`src/rtl/snoop_hold_arb.sv`:
```
module snoop_hold_arb #(
  parameter int AW      = 32,
  parameter int HIT_DLY = 2
) (
  input  logic          clk,
  input  logic          rst_n,
  input  logic          mst_strobe_n,
  input  logic [AW-1:0] mst_addr,
  input  logic          mst_inval,
  output logic          mst_backoff_n,
  output logic          snp_strobe_n,
  output logic [AW-1:0] snp_addr,
  output logic          snp_inval,
  input  logic          cpu_dirty_hit_n,
  input  logic          cpu_strobe_n,
  output logic          cpu_hold_req,
  input  logic          cpu_hold_ack,
  output logic          retry_pulse
);

  localparam int CW = (HIT_DLY > 1) ? $clog2(HIT_DLY) : 1;
  localparam logic [CW-1:0] CNT_LAST = CW'(HIT_DLY - 1);

  typedef enum logic [2:0] {
    ST_IDLE, ST_SNOOP_WAIT, ST_BACKOFF, ST_WAIT_ACK, ST_RELEASE
  } arb_state_t;

  arb_state_t    state_q;
  logic [CW-1:0] cnt_q;
  logic [AW-1:0] addr_q;
  logic          inval_q;
  logic          take;

  assign take          = (state_q == ST_IDLE) && !mst_strobe_n;
  assign snp_strobe_n  = !take;
  assign snp_addr      = take ? mst_addr  : addr_q;
  assign snp_inval     = take ? mst_inval : inval_q;
  assign cpu_hold_req  = (state_q != ST_BACKOFF);
  assign mst_backoff_n = !((state_q == ST_BACKOFF) || (state_q == ST_WAIT_ACK));
  assign retry_pulse   = (state_q == ST_RELEASE);

  always_ff @(posedge clk) begin
    if (!rst_n) begin
      state_q <= ST_IDLE;
      cnt_q   <= '0;
      addr_q  <= '0;
      inval_q <= 1'b0;
    end else begin
      case (state_q)
        ST_IDLE: if (take) begin
          state_q <= ST_SNOOP_WAIT;
          cnt_q   <= '0;
          addr_q  <= mst_addr;
          inval_q <= mst_inval;
        end
        ST_SNOOP_WAIT: begin
          if (cnt_q == CNT_LAST)
            state_q <= cpu_dirty_hit_n ? ST_IDLE : ST_BACKOFF;
          else
            cnt_q <= cnt_q + 1'b1;
        end
        ST_BACKOFF:  if (!cpu_strobe_n) state_q <= ST_WAIT_ACK;
        ST_WAIT_ACK: if (cpu_hold_ack)  state_q <= ST_RELEASE;
        ST_RELEASE:  state_q <= ST_IDLE;
        default:     state_q <= ST_IDLE;
      endcase
    end
  end

endmodule

```
`config.mk`:
```
export PLATFORM = sky130hd
export DESIGN_NAME = snoop_hold_arb
export DESIGN_NICKNAME = d
export VERILOG_FILES = /design/src/rtl/snoop_hold_arb.sv
export SDC_FILE = /design/constraint.sdc
export NUM_CORES = 1
export LEC_CHECK = 0
export CAP_MARGIN = 20
export CORE_UTILIZATION = 47
export CTS_BUF_LIST = sky130_fd_sc_hd__clkbuf_16
export DETAILED_ROUTE_END_ITERATION = 7
export GPL_ROUTABILITY_DRIVEN = 0
export PLACE_DENSITY = 0.95
export SLEW_MARGIN = 5
export SYNTH_ARGS = -nofsm -noshare
export SYNTH_HDL_FRONTEND = slang
export SYNTH_SLANG_ARGS = --single-unit
```
`constraint.sdc`:
```
create_clock -name clk -period 3.56 [get_ports clk]
set_input_delay 1.068 -clock clk [delete_from_list [all_inputs] [get_ports clk]]
set_output_delay 1.068 -clock clk [all_outputs]
set_load 0.005 [all_outputs]
```
==> impl_metrics.toml <==
[run_status]
status = "finished, final reports clean"

[synth]
ys.flop_type = "dfxtp_1"
yosysSeqAreaShare_pct = 37.7
synth_area_leaders = "dfxtp_1 38%, mux2_2 18%, mux2i_1 17%"
ys_ff_latch = 37
synth_common_cells = "67 x nand2_1, 37 x dfxtp_1, 33 x mux2i_1"
synth-edff-count = 0
synthCells = 201
syn_area_mm2 = 0.00197
yosysUniqueCellTypes = 22
synth_async_sr_flop_share_pct = 0
synth_fp_nets = 240
yosys.area.top_type = "dfxtp_1"
yosysMostFrequentCell = "nand2_1"
yosys_warnings = 0
yosys.area.top_type_share_pct = 37.7
synth_area_per_cell_um2 = 9.78

[setup_path]
r2r_start = "state_q[0]$_SDFFE_PN0P_"
startpoint_type = "input pin"
crit_type = "input pin to primary output"
worst_ep_arrival_time_ns = 2.39
cp.required_ns = 2.49
cp_max_fo = 4
startpoint = "mst_strobe_n"
worstSetupEndpointType = "primary output"

[sta]
finalCritPeriodShare_pct = 97.0
timing.final.crit_period_ns = 3.45
slew_viol_final = 0
clock_skew_ns = 0.00443
fmax_mhz = 290
relSlewSlack_pct = 73.2
setup-tns-final_ns = 0
hold_violations = 0
finalSetupViolCount = 0
worstMarginPinSlew_ns = 0.402
rsz0062_at_grt = "false"

[floorplanning]
start_util_pct = 49.1
rows = 23
ioPinCount = 76
die_area_mm2 = 0.00444
die_w_um = 66.7
fp.dieH_um = 66.7
core_mm2 = 0.00400

[finish]
drive_gt1_share_pct = 25.3
num_antenna_cells = 0
fin_cells = 347
nNetsFinal = 335
areaGrowthSynthToFinish_pct = 57.0
fin_util_pct = 77.2

[global_routing]
antenna_found_initial = 0
gr-usage-met3_pct = 5.14
use_met2_pct = 39.4
grt_max_degree = 31
busiest_layer = "met2"
grt_pass1_vias = 1668
grt_pass1_wl_um = 7420
grt_overflow_total = 0
met1_usage_pct = 26.0
grt_usage_pct = 22.0

[cts]
cts_tree = "done"
cts_made_buffers = 5
clock_tree.root_cell = "clkbuf_16"
clock_sinks = 37
clk_latency_ns = 0.27
cts_hold_buffers = 0
cts_max_path_buffers = 2
htree_levels = 2
path_clk_slew_ns = 0.06

[drt]
via_per_inst = 4.96
routed-via-count = 1720
post-route-drc-count = 0
totalWireLength_um = 4610
first_pass_iters = 4
ant_nets = 0
drtIter0Drc = 60
wl_per_cell_um = 13.3

[power]
p_leak_nw = 1.39
power.density_mw_per_mm2 = 385
peakVddDrop_v = 0.000337

[place]
port_buffers = 75
place_inst = 323
hpwl_um = 2870

[flow_run]
timing.max_cap.violations = 0

[hold_path]
min_from = "addr_q[28]$_SDFFE_PN0N_"
min_path_type = "flop to flop"
==> metrics by stage <==
stage	total power, mW	setup WS (ns)	cell area, µm²	hold WS (ns)
final	1.19	0.106	3090	0.455
after global routing	1.24	0.0578	3090	0.477
after CTS	1.20	0.00642	3080	0.458
after detailed placement	0.764	-0.439	2760	0.444
after global placement	0.756	-0.404	2760	0.440
after floorplan	0.618	0.591	1970	0.431
==> state kept, by name, summed over array words and instances (netlist names) <==
name	count
inval_q	1
state_q	3
cnt_q	1
addr_q	32
==> power breakdown <==
| part | internal (mW) | switching [mW] |
|---|---|---|
| clock | 0.251 | 0.152 |
| sequential | 0.444 | 0.0174 |
| combinational | 0.210 | 0.114 |
| total | 0.906 | 0.284 |
==> what timing repair did <==
item | 4_1_cts | 5_1_grt
cloned | 4 | 0
endpoints found under the setup margin | 34 | 12
setup buffers | 12 | 0
pin swaps | 1 | 1
resized for setup | 63 | 1
==> cell type report <==
class                      count  area (µm²)
fill                         273         913
clock buffer                   5         125
inverter                       2        7.51
multi-input combinational    146        1080
tap                           50        62.6
sequential                    37         741
timing repair buffer         104        1060
clock inverter                 3        11.3
==> cell families (layout without fill, tap and decap cells) <==
kind of cell,count (synthesis),in the layout,share of synthesized area (%)
AO/OA/AOI/OAI,3,3,1.40
buffers and inverters,18,114,7.51
flip-flops,37,37,37.7
multiplexers,67,67,37.0
AND/OR/NAND/NOR,76,76,16.4
==> critical path: stages <==
cell and delay, ns:
buf_2 0.11, nor4_4 0.04, buf_6 0.13, buf_4 0.13
buf_12 0.12, buf_4 0.14, buf_16 0.12, inv_1 0.04
clkdlybuf4s50_1 0.48
==> placed cells by master (no fill, tap or decap), types with 2 or more instances in the layout <==
| master | count |
|---|---|
| buf_12 | 4 |
| buf_16 | 4 |
| buf_2 | 5 |
| buf_4 | 19 |
| buf_6 | 2 |
| clkbuf_16 | 5 |
| clkdlybuf4s15_1 | 10 |
| clkdlybuf4s50_1 | 40 |
| dfxtp_1 | 37 |
| dlygate4sd2_1 | 19 |
| inv_1 | 5 |
| mux2_2 | 31 |
| mux2i_1 | 33 |
| nand2_1 | 67 |
| nand3_1 | 2 |
==> routing by layer <==
metal	part of all wire [%]	up-vias
met2	51	46
li1	-	866
met4	0.63	0
met5	0	-
met3	4.4	4
met1	44	804
==> worst paths after layout <==
path                             end  slack, ns  cells after the start
max                     snp_strobe_n       0.11                      9
min          addr_q[28]$_SDFFE_PN0N_       0.46                      2
max reg2reg  addr_q[25]$_SDFFE_PN0N_       1.68                      9
min reg2reg  addr_q[28]$_SDFFE_PN0N_       0.46                      2
(Power assumes the default switching activity.)
